## src/rtl/ata_tf_pkg.sv

```systemverilog
package ata_tf_pkg;
  typedef enum logic [3:0] {
    SEL_NONE, SEL_DATA, SEL_ERRFEAT, SEL_COUNT, SEL_LBA0, SEL_LBA1,
    SEL_LBA2, SEL_DEVHEAD, SEL_STATCMD, SEL_ALTCTL, SEL_DRVADDR
  } tf_sel_e;

  localparam int unsigned ST_BUSY  = 7;
  localparam int unsigned ST_READY = 6;
  localparam int unsigned ST_DREQ  = 3;
  localparam int unsigned ST_ERR   = 0;
  localparam int unsigned CTL_SOFT_RESET = 2;
  localparam int unsigned CTL_IRQ_MASK   = 1;
  localparam int unsigned DH_DEVBIT      = 4;
  localparam int unsigned NUM_TF_REGS    = 6;
endpackage

```

## src/rtl/ata_tf_decode.sv

```systemverilog
module ata_tf_decode
  import ata_tf_pkg::*;
#(
  parameter int ADDR_W = 3
) (
  input  logic              ctlblk_sel_n,
  input  logic              cmdblk_sel_n,
  input  logic [ADDR_W-1:0] reg_addr,
  output tf_sel_e           sel
);
  always_comb begin
    sel = SEL_NONE;
    if (ctlblk_sel_n && !cmdblk_sel_n) begin
      case (reg_addr)
        3'd0: sel = SEL_DATA;
        3'd1: sel = SEL_ERRFEAT;
        3'd2: sel = SEL_COUNT;
        3'd3: sel = SEL_LBA0;
        3'd4: sel = SEL_LBA1;
        3'd5: sel = SEL_LBA2;
        3'd6: sel = SEL_DEVHEAD;
        default: sel = SEL_STATCMD;
      endcase
    end else if (!ctlblk_sel_n && cmdblk_sel_n) begin
      if (reg_addr == 3'd6)      sel = SEL_ALTCTL;
      else if (reg_addr == 3'd7) sel = SEL_DRVADDR;
    end
  end
endmodule

```

## src/rtl/ata_tf_regs.sv

```systemverilog
module ata_tf_regs
  import ata_tf_pkg::*;
#(
  parameter int REG_W = 8
) (
  input  logic                         clk,
  input  logic                         rst,
  input  logic                         hold,
  input  logic                         wr_en,
  input  tf_sel_e                      sel,
  input  logic [REG_W-1:0]             wdata,
  output logic [NUM_TF_REGS*REG_W-1:0] regs_flat
);
  // slot order follows the enum: feature, count, lba0, lba1, lba2, devhead
  function automatic logic [REG_W-1:0] rst_val(input int idx);
    return (idx == 1 || idx == 2) ? REG_W'(1) : '0;
  endfunction

  for (genvar i = 0; i < NUM_TF_REGS; i++) begin : g_reg
    localparam logic [3:0] CODE = 4'(int'(SEL_ERRFEAT) + i);
    logic [REG_W-1:0] q;
    always_ff @(posedge clk) begin
      if (rst || hold)
        q <= rst_val(i);
      else if (wr_en && sel == tf_sel_e'(CODE))
        q <= wdata;
    end
    assign regs_flat[i*REG_W +: REG_W] = q;
  end
endmodule

```

## src/rtl/ata_tf_status.sv

```systemverilog
module ata_tf_status #(
  parameter int REG_W = 8
) (
  input  logic             clk,
  input  logic             rst,
  input  logic             soft_reset,
  input  logic             cmd_go,
  input  logic             done,
  input  logic             done_err,
  input  logic [REG_W-1:0] done_code,
  input  logic             status_rd,
  input  logic             irq_mask,
  input  logic             selected,
  output logic             busy,
  output logic             err,
  output logic             pend,
  output logic             irq,
  output logic [REG_W-1:0] err_reg
);
  localparam logic [REG_W-1:0] ERR_DIAG = REG_W'(1);
  logic soft_reset_q;

  always_ff @(posedge clk) begin
    if (rst) begin
      busy <= 1'b0; err <= 1'b0; pend <= 1'b0; irq <= 1'b0;
      err_reg <= ERR_DIAG; soft_reset_q <= 1'b0;
    end else begin
      soft_reset_q <= soft_reset;
      irq <= pend & ~irq_mask & selected;
      if (soft_reset) begin
        busy <= 1'b1; err <= 1'b0; pend <= 1'b0; irq <= 1'b0;
        err_reg <= ERR_DIAG;
      end else if (soft_reset_q) begin
        busy <= 1'b0;
      end else if (cmd_go) begin
        busy <= 1'b1; err <= 1'b0; pend <= 1'b0;
      end else if (done && busy) begin
        busy <= 1'b0; err <= done_err; pend <= 1'b1;
        err_reg <= done_err ? done_code : '0;
      end else if (status_rd) begin
        pend <= 1'b0;
      end
    end
  end

  assert_cmd_sets_busy_R6: assert property (@(posedge clk) disable iff (rst)
    (cmd_go && !soft_reset && !soft_reset_q) |=> (busy && !err && !pend));
  assert_status_read_clears_R10: assert property (@(posedge clk) disable iff (rst)
    (status_rd && !done && !soft_reset) |=> !pend);
  assert_soft_reset_busy_R11: assert property (@(posedge clk) disable iff (rst)
    soft_reset |=> (busy && !pend && !irq));
  assert_done_idle_ignored_R8: assert property (@(posedge clk) disable iff (rst)
    (done && !busy && !cmd_go && !soft_reset && !soft_reset_q) |=> ($stable(err) && $stable(err_reg)));
endmodule

```

## src/rtl/ata_taskfile_regs.sv

```systemverilog
module ata_taskfile_regs #(
  parameter int DATA_W = 16,
  parameter int REG_W  = 8,
  parameter int ADDR_W = 3
) (
  input  logic               clk,
  input  logic               rst,
  input  logic               acc_valid,
  input  logic               acc_write,
  input  logic               ctlblk_sel_n,
  input  logic               cmdblk_sel_n,
  input  logic [ADDR_W-1:0]  reg_addr,
  input  logic [DATA_W-1:0]  wdata,
  output logic [DATA_W-1:0]  rdata,
  input  logic               dev_id_strap,
  output logic               cmd_valid,
  output logic [REG_W-1:0]   cmd_opcode,
  output logic [REG_W-1:0]   tf_feature,
  output logic [REG_W-1:0]   tf_count,
  output logic [3*REG_W+3:0] tf_lba,
  input  logic               core_done,
  input  logic               core_err,
  input  logic [REG_W-1:0]   core_err_code,
  input  logic               core_drq,
  output logic               soft_reset_out,
  output logic               irq_out,
  output logic               dport_wr_valid,
  output logic [DATA_W-1:0]  dport_wr_data,
  output logic               dport_rd_req,
  input  logic [DATA_W-1:0]  dport_rd_data
);
  import ata_tf_pkg::*;

  tf_sel_e sel;
  logic [NUM_TF_REGS*REG_W-1:0] regs_flat;
  logic [REG_W-1:0] r_lba0, r_lba1, r_lba2, r_devhead, status_byte, drvaddr, err_reg;
  logic busy, err, pend, irq_mask_q;
  logic wr, rd, selected, cmd_go, status_rd;
  logic [DATA_W-1:0] rd_mux;

  ata_tf_decode #(.ADDR_W(ADDR_W)) u_decode (
    .ctlblk_sel_n(ctlblk_sel_n), .cmdblk_sel_n(cmdblk_sel_n),
    .reg_addr(reg_addr), .sel(sel));

  assign wr        = acc_valid & acc_write;
  assign rd        = acc_valid & ~acc_write;
  assign selected  = (r_devhead[DH_DEVBIT] == dev_id_strap);
  assign cmd_go    = wr && sel == SEL_STATCMD && !busy && selected;
  assign status_rd = rd && sel == SEL_STATCMD && selected;

  ata_tf_regs #(.REG_W(REG_W)) u_regs (
    .clk(clk), .rst(rst), .hold(soft_reset_out), .wr_en(wr && !busy),
    .sel(sel), .wdata(wdata[REG_W-1:0]), .regs_flat(regs_flat));

  assign tf_feature = regs_flat[0*REG_W +: REG_W];
  assign tf_count   = regs_flat[1*REG_W +: REG_W];
  assign r_lba0     = regs_flat[2*REG_W +: REG_W];
  assign r_lba1     = regs_flat[3*REG_W +: REG_W];
  assign r_lba2     = regs_flat[4*REG_W +: REG_W];
  assign r_devhead  = regs_flat[5*REG_W +: REG_W];
  assign tf_lba     = {r_devhead[3:0], r_lba2, r_lba1, r_lba0};

  ata_tf_status #(.REG_W(REG_W)) u_status (
    .clk(clk), .rst(rst), .soft_reset(soft_reset_out), .cmd_go(cmd_go),
    .done(core_done), .done_err(core_err), .done_code(core_err_code),
    .status_rd(status_rd), .irq_mask(irq_mask_q), .selected(selected),
    .busy(busy), .err(err), .pend(pend), .irq(irq_out), .err_reg(err_reg));

  // control byte: accepted in every state
  always_ff @(posedge clk) begin
    if (rst) begin
      soft_reset_out <= 1'b0;
      irq_mask_q     <= 1'b0;
    end else if (wr && sel == SEL_ALTCTL) begin
      soft_reset_out <= wdata[CTL_SOFT_RESET];
      irq_mask_q     <= wdata[CTL_IRQ_MASK];
    end
  end

  always_comb begin
    status_byte           = '0;
    status_byte[ST_BUSY]  = busy;
    status_byte[ST_READY] = ~soft_reset_out;
    status_byte[ST_DREQ]  = core_drq & ~busy;
    status_byte[ST_ERR]   = err;
  end

  assign drvaddr = {{(REG_W-6){1'b1}}, ~r_devhead[3:0], ~dev_id_strap, dev_id_strap};

  always_comb begin
    case (sel)
      SEL_DATA:               rd_mux = dport_rd_data;
      SEL_ERRFEAT:            rd_mux = DATA_W'(err_reg);
      SEL_COUNT:              rd_mux = DATA_W'(tf_count);
      SEL_LBA0:               rd_mux = DATA_W'(r_lba0);
      SEL_LBA1:               rd_mux = DATA_W'(r_lba1);
      SEL_LBA2:               rd_mux = DATA_W'(r_lba2);
      SEL_DEVHEAD:            rd_mux = DATA_W'(r_devhead);
      SEL_STATCMD, SEL_ALTCTL: rd_mux = DATA_W'(status_byte);
      SEL_DRVADDR:            rd_mux = DATA_W'(drvaddr);
      default:                rd_mux = '0;
    endcase
    if (!selected) rd_mux = '0;
  end

  always_ff @(posedge clk) begin
    if (rst) begin
      rdata <= '0; cmd_valid <= 1'b0; cmd_opcode <= '0;
      dport_wr_valid <= 1'b0; dport_wr_data <= '0; dport_rd_req <= 1'b0;
    end else begin
      if (rd) rdata <= rd_mux;
      cmd_valid      <= cmd_go;
      if (cmd_go) cmd_opcode <= wdata[REG_W-1:0];
      dport_wr_valid <= wr && sel == SEL_DATA && selected;
      if (wr && sel == SEL_DATA && selected) dport_wr_data <= wdata;
      dport_rd_req   <= rd && sel == SEL_DATA && selected;
    end
  end

  assert_cmd_single_pulse_R6: assert property (@(posedge clk) disable iff (rst)
    cmd_valid |=> !cmd_valid);
  assert_busy_write_ignored_R7: assert property (@(posedge clk) disable iff (rst)
    (wr && sel == SEL_COUNT && busy && !soft_reset_out) |=> $stable(tf_count));
  assert_deselected_no_cmd_R4: assert property (@(posedge clk) disable iff (rst)
    (wr && sel == SEL_STATCMD && !selected) |=> !cmd_valid);
  assert_irq_gated_R9: assert property (@(posedge clk) disable iff (rst)
    irq_out |-> $past(!irq_mask_q && selected));
  assert_alt_read_keeps_R10: assert property (@(posedge clk) disable iff (rst)
    (rd && sel == SEL_ALTCTL && pend && !soft_reset_out) |=> pend);
endmodule

```

## config.mk

```make
export PLATFORM = sky130hd
export DESIGN_NAME = ata_taskfile_regs
export DESIGN_NICKNAME = d
export VERILOG_FILES = /design/src/rtl/ata_tf_pkg.sv /design/src/rtl/ata_tf_decode.sv /design/src/rtl/ata_tf_regs.sv /design/src/rtl/ata_tf_status.sv /design/src/rtl/ata_taskfile_regs.sv
export SDC_FILE = /design/constraint.sdc
export NUM_CORES = 1
export LEC_CHECK = 0
export ABC_AREA = 1
export BUFFER_PORTS_ARGS = -buffer_cell sky130_fd_sc_hd__buf_2
export CAP_MARGIN = 20
export CORE_MARGIN = 1.5
export CORE_UTILIZATION = 55
export DETAILED_ROUTE_END_ITERATION = 12
export MAX_ROUTING_LAYER = met4
export PLACE_DENSITY = 0.84
export SYNTH_ARGS = -nofsm -noshare
export SYNTH_HDL_FRONTEND = slang
export SYNTH_HIERARCHICAL = 1
export SYNTH_SLANG_ARGS = --single-unit
```

## constraint.sdc

```tcl
create_clock -name clk -period 7.16 [get_ports clk]
set_input_delay 1.432 -clock clk [delete_from_list [all_inputs] [get_ports clk]]
set_output_delay 1.432 -clock clk [all_outputs]
set_load 0.03 [all_outputs]
```

# Word level (Yosys, flattened, before mapping)
# Cells that the tools add are included.
# W data, S select, Z words.
# word_totals
regBits,106
out_inout_bits,89
wordCells,101
# op_classes
n_reduce_logical,33
mux,17
n_eq_ne,18
n_bitwise,13
# op_table
op,n
$pmux W16 S9,1
$pmux W4 S7,1
$logic_and A1 B1 Y1,20
$eq A4 B3 Y1 const B,4
$mux W16,1
$mux W4,4
$eq A3 B3 Y1 const B,4
$eq A4 B4 Y1 const B,3
$mux W1,9
$eq A4 B2 Y1 const B,2
$mux W8,1
$not A1 Y1,7
$eq A3 B2 Y1 const B,2
$and A1 B1 Y1,5
$eq A4 B1 Y1 const B,1
$not A4 Y4,1
$reduce_and A2 Y1,2
$reduce_bool A4 Y1,1
$reduce_or A2 Y1,2
$eq A3 B1 Y1 const B,1
$logic_not A1 Y1,3
$logic_not A3 Y1,1
$reduce_and A3 Y1,1
$reduce_bool A3 Y1,1
other kinds (3),3

# Logic depth before layout (Yosys ltp)
# logic_depth
depth_word,12
mapped_depth,16
depth_no_buf,16

# Cells and area by module
# The synthesis kept the hierarchy.
# modules_own_cells
mod,area_each_um2,n_inst,cells_each,seq_area_each_um2
ata_taskfile_regs,2299.7,1,358,900.9
ata_tf_regs,2034.5,1,275,960.9
ata_tf_status,513.0,1,65,260.2
ata_tf_decode,165.2,1,30,0.0

# Worst setup path before layout
# No wires, ideal clock.
# synth_path
kind,input to register
start,in reg_addr[0]
end,reg u_status.err_reg[0]
arrival_time_ns,3.259
setup_slack_ns,3.783
t_required_ns,7.042
cell_stages,15
path_cell_list,inv_1 ha_1 inv_1 nand3_1 nand2_1 nor2_1 inv_1 nand2_1 nor2_1 nand3_2 inv_2 nor2_4 nand2_4 a21oi_2 o21ai_1
# synth_via
word_cells_on_any_way,19
classes_between,eq/ne: 8; mux: 5; bitwise: 1; reduce/logical: 5
# synth_rtl
element,line,source
start: declaration,ata_taskfile_regs.sv:12,"input logic [ADDR_W-1:0] reg_addr,"
$eq A3 B3 Y1,"ata_tf_decode.sv:14, ata_tf_decode.sv:25",
$mux W4,ata_tf_decode.sv:25,if (reg_addr == 3'd6) sel = SEL_ALTCTL;
$mux W4,ata_tf_decode.sv:24,end else if (!ctlblk_sel_n && cmdblk_sel_n) begin
$mux W4 (*),ata_tf_decode.sv:13,if (ctlblk_sel_n && !cmdblk_sel_n) begin
via sel[2],ata_taskfile_regs.sv:34,tf_sel_e sel;
$eq A4 B4 Y1 (*),ata_taskfile_regs.sv:48,assign cmd_go = wr && sel == SEL_STATCMD && !busy && selected;
$logic_and A1 B1 Y1 (*) (3 in a row),ata_taskfile_regs.sv:48,
via cmd_go,ata_taskfile_regs.sv:38,"logic wr, rd, selected, cmd_go, status_rd;"
$not A1 Y1 (no source line) (*),--,
$reduce_and A3 Y1 (no source line) (*),--,
end signal: assignment,ata_tf_status.sv:39,err_reg <= done_err ? done_code : '0;
end: declaration,ata_tf_status.sv:18,output logic [REG_W-1:0] err_reg
# Mark *: on every way through the listed nets, which the timed path passes. The rest lies on a longest branch.
# A chain may end at the register's enable or synchronous reset.

# Worst setup path after layout
# Ends and elaborated chain as after synthesis.

==> flow_summary.yaml <==
run_status:
  status: "finished, final reports clean"
routing:
  wl_mm: 14.7
  dr.pass1.iters: 6
  vias: 5135
  post-route-drc-count: 0
  drt-initial-drc-count: 357
  viasPerCell: 5.28
  ant_nets: 0
  routedWlPerCell_um: 15.1
finish:
  drive_gt1_frac: 0.260
  diodes: 0
  top_regs: "u_regs/g.q x48, dport_wr_data x16, rdata x16"
  final_net_count: 916
  largest_register_ffs: 48
  final_cell_mix: "nand2_1 (279), buf_2 (141), dfxtp_1 (106)"
  regMostFlops: "u_regs/g.q"
  syn_to_final_growth_pct: 17.8
  final_common_cell: "nand2_1"
timing:
  finalSetupTns_ns: 0
  maxSlewHeadroom: 0.430
  fmax_mhz: 278
  fin_crit_sh: 0.502
  rsz0062_at_grt: "false"
  hold_viol_final: 0
  finalClockSkew_ns: 0.0152
  tightest_slew_ns: 0.855
  fin_crit_ns: 3.59
  slew_viol_final: 0
  finalSetupViolCount: 0
global_routing:
  grt_pass1_vias: 4630
  grt_max_degree: 50
  overflow: 0
  antenna_found_initial: 0
  grt_pass1_wl_mm: 23.3
  grtUsageTotal: 0.310
logic_synthesis:
  seq_area_frac_synth: 0.423
  yosysTopAreaCellShare: 0.423
  syn_nets: 785
  ys_top_cells_by_area: "dfxtp_1 (42%), nand2_1 (21%), nor2_1 (7.8%)"
  synth.avg_cell_area_um2: 6.89
  synth_cell_types: 32
  synth-seq-cells: 106
  synthCells: 728
  yosysTopAreaCell: "dfxtp_1"
  synthesis.area_mm2: 0.00501
  yosys_warnings: 6
floorplanning:
  row_count: 34
  initial_core_util: 0.572
  die_w_um: 98.5
  boundaryPins: 142
  core_area_mm2: 0.00876
  chipHeight_um: 98.5
  dieArea_mm2: 0.00970
setup_path:
  cpLargestDelayFamily: "simple AND/OR/NAND/NOR gates"
  start_kind: "primary input"
  critPathKind: "in -> reg"
  crit_slowest_cell: "nor2_1"
  crit_buf_inv: 5
  critPathMaxFanout: 11
  cp.arrival_ns: 3.87
  crit_path_cell_trace: "buf_2, inv_1, ha_1, inv_1, nand3_1, nand2_1, nor2_1, inv_1, nand2_1, nor2_1, nand3_2, inv_2, nor2_4, nand2_4, a21oi_2, o21ai_1"
  critPathCaptureType: "flop"
  critPathMaxStageDelay_ns: 0.42
  required_ns: 7.43
  cp_common_cell: "inv_1"
pwr:
  power_mw: 1.09
  worst_ir_drop_vdd_mv: 0.0902
  p_per_area_mw_per_mm2: 185
  p_leak_nw: 2.78
placement:
  place.gp.congestion: 0.986
  hpwlAfterDp_mm: 11.0
  numPortBuffers: 141
clock_tree:
  cts_resized: 0
  clock_path_buffers: 2
  tritoncts: "done"
  clk_pin_slew_ns: 0.11
  htreeDepth: 3
  cts_sinks: 106
  cts_root_buf: "clkbuf_8"
  holdBufCountCts: 0
  cts_buffers: 9
  post_cts_buffers: 0
  clock_latency_ns: 0.38
worst_hold_path:
  hp-class: "reg -> reg"
flow_run:
  cap_violations: 0
==> logic make-up (layout without fill, tap and decap cells) <==
group,after synthesis,count (layout),synth area share
and+or+nand+nor,483,483,0.423
DFF,106,106,0.423
buffers and inverters,69,205,0.0681
AOI/OAI and AO/OA,65,65,0.0701
adders and majority gates,4,4,0.00999
xor gates and xnor gates,1,1,0.00549
==> power by group <==
part / internal (mW) / switching (mW) / leakage (nW)
Clock: 0.141 / 0.243 / 0.0998
Sequential: 0.594 / 0.00319 / 0.854
Combinational: 0.0320 / 0.0805 / 1.82
==> worst register-to-register path: stages (launching register included) <==
cell and delay [ns]:
dfxtp_1 0.37, nor2_1 0.41, nand3_2 0.28, inv_2 0.28, nor2_4 0.12, nand2_4 0.14
nand2_1 0.06, a21oi_1 0.13
==> cell type report <==
cell class / count / area, um2
well taps: 108 / 135
clock buffers: 9 / 124
multi-input cells: 553 / 2550
flip-flops and latches: 106 / 2120
fillers: 819 / 2860
repair buffers: 142 / 713
clock inverters: 7 / 80.1
inverters: 47 / 178
==> per-layer routing <==
metal,GRT usage,share of wire
met1,0.396,0.43
met2,0.504,0.48
met3,0.0489,0.078
met5,-,0
met4,0.101,0.020
==> per-stage QoR <==
| step | cell area (um2) | std cells | hold WS [ns] | utilization | setup slack (ns) |
|---|---|---|---|---|---|
| floorplan | 5010 | 728 | 0.399 | - | 3.78 |
| global route | 5900 | 972 | 0.452 | 0.674 | 3.28 |
| global placement | 5700 | 956 | 0.427 | 0.650 | 3.37 |
| detailed placement | 5700 | 956 | 0.424 | 0.650 | 3.23 |
| finish | 5900 | 972 | 0.442 | 0.674 | 3.57 |
| CTS | 5900 | 972 | 0.441 | 0.674 | 3.64 |
==> cell usage after synthesis, drive strengths merged <==
cell type and number:
a21oi 44, a31oi 1, buf 15, clkbuf 7, clkinv 1, dfxtp 106
ha 4, inv 46, nand2 283, nand3 37, nand3b 1, nand4 9
nor2 149, nor3 4, o211ai 1, o21ai 19, xnor2 1
==> path summary, 6_finish.rpt <==
| kind | from | to | slack [ns] | cells past startpoint |
|---|---|---|---|---|
| max reg2reg | u_status/busy | u_status/err_reg[6] | 5.31 | 7 |
| min reg2reg | irq_mask_q | u_status/irq | 0.44 | 1 |
| min | irq_mask_q | u_status/irq | 0.44 | 1 |
| max | reg_addr[0] | u_status/err_reg[0] | 3.57 | 16 |
Note: power is estimated with default switching activity, not from simulation.
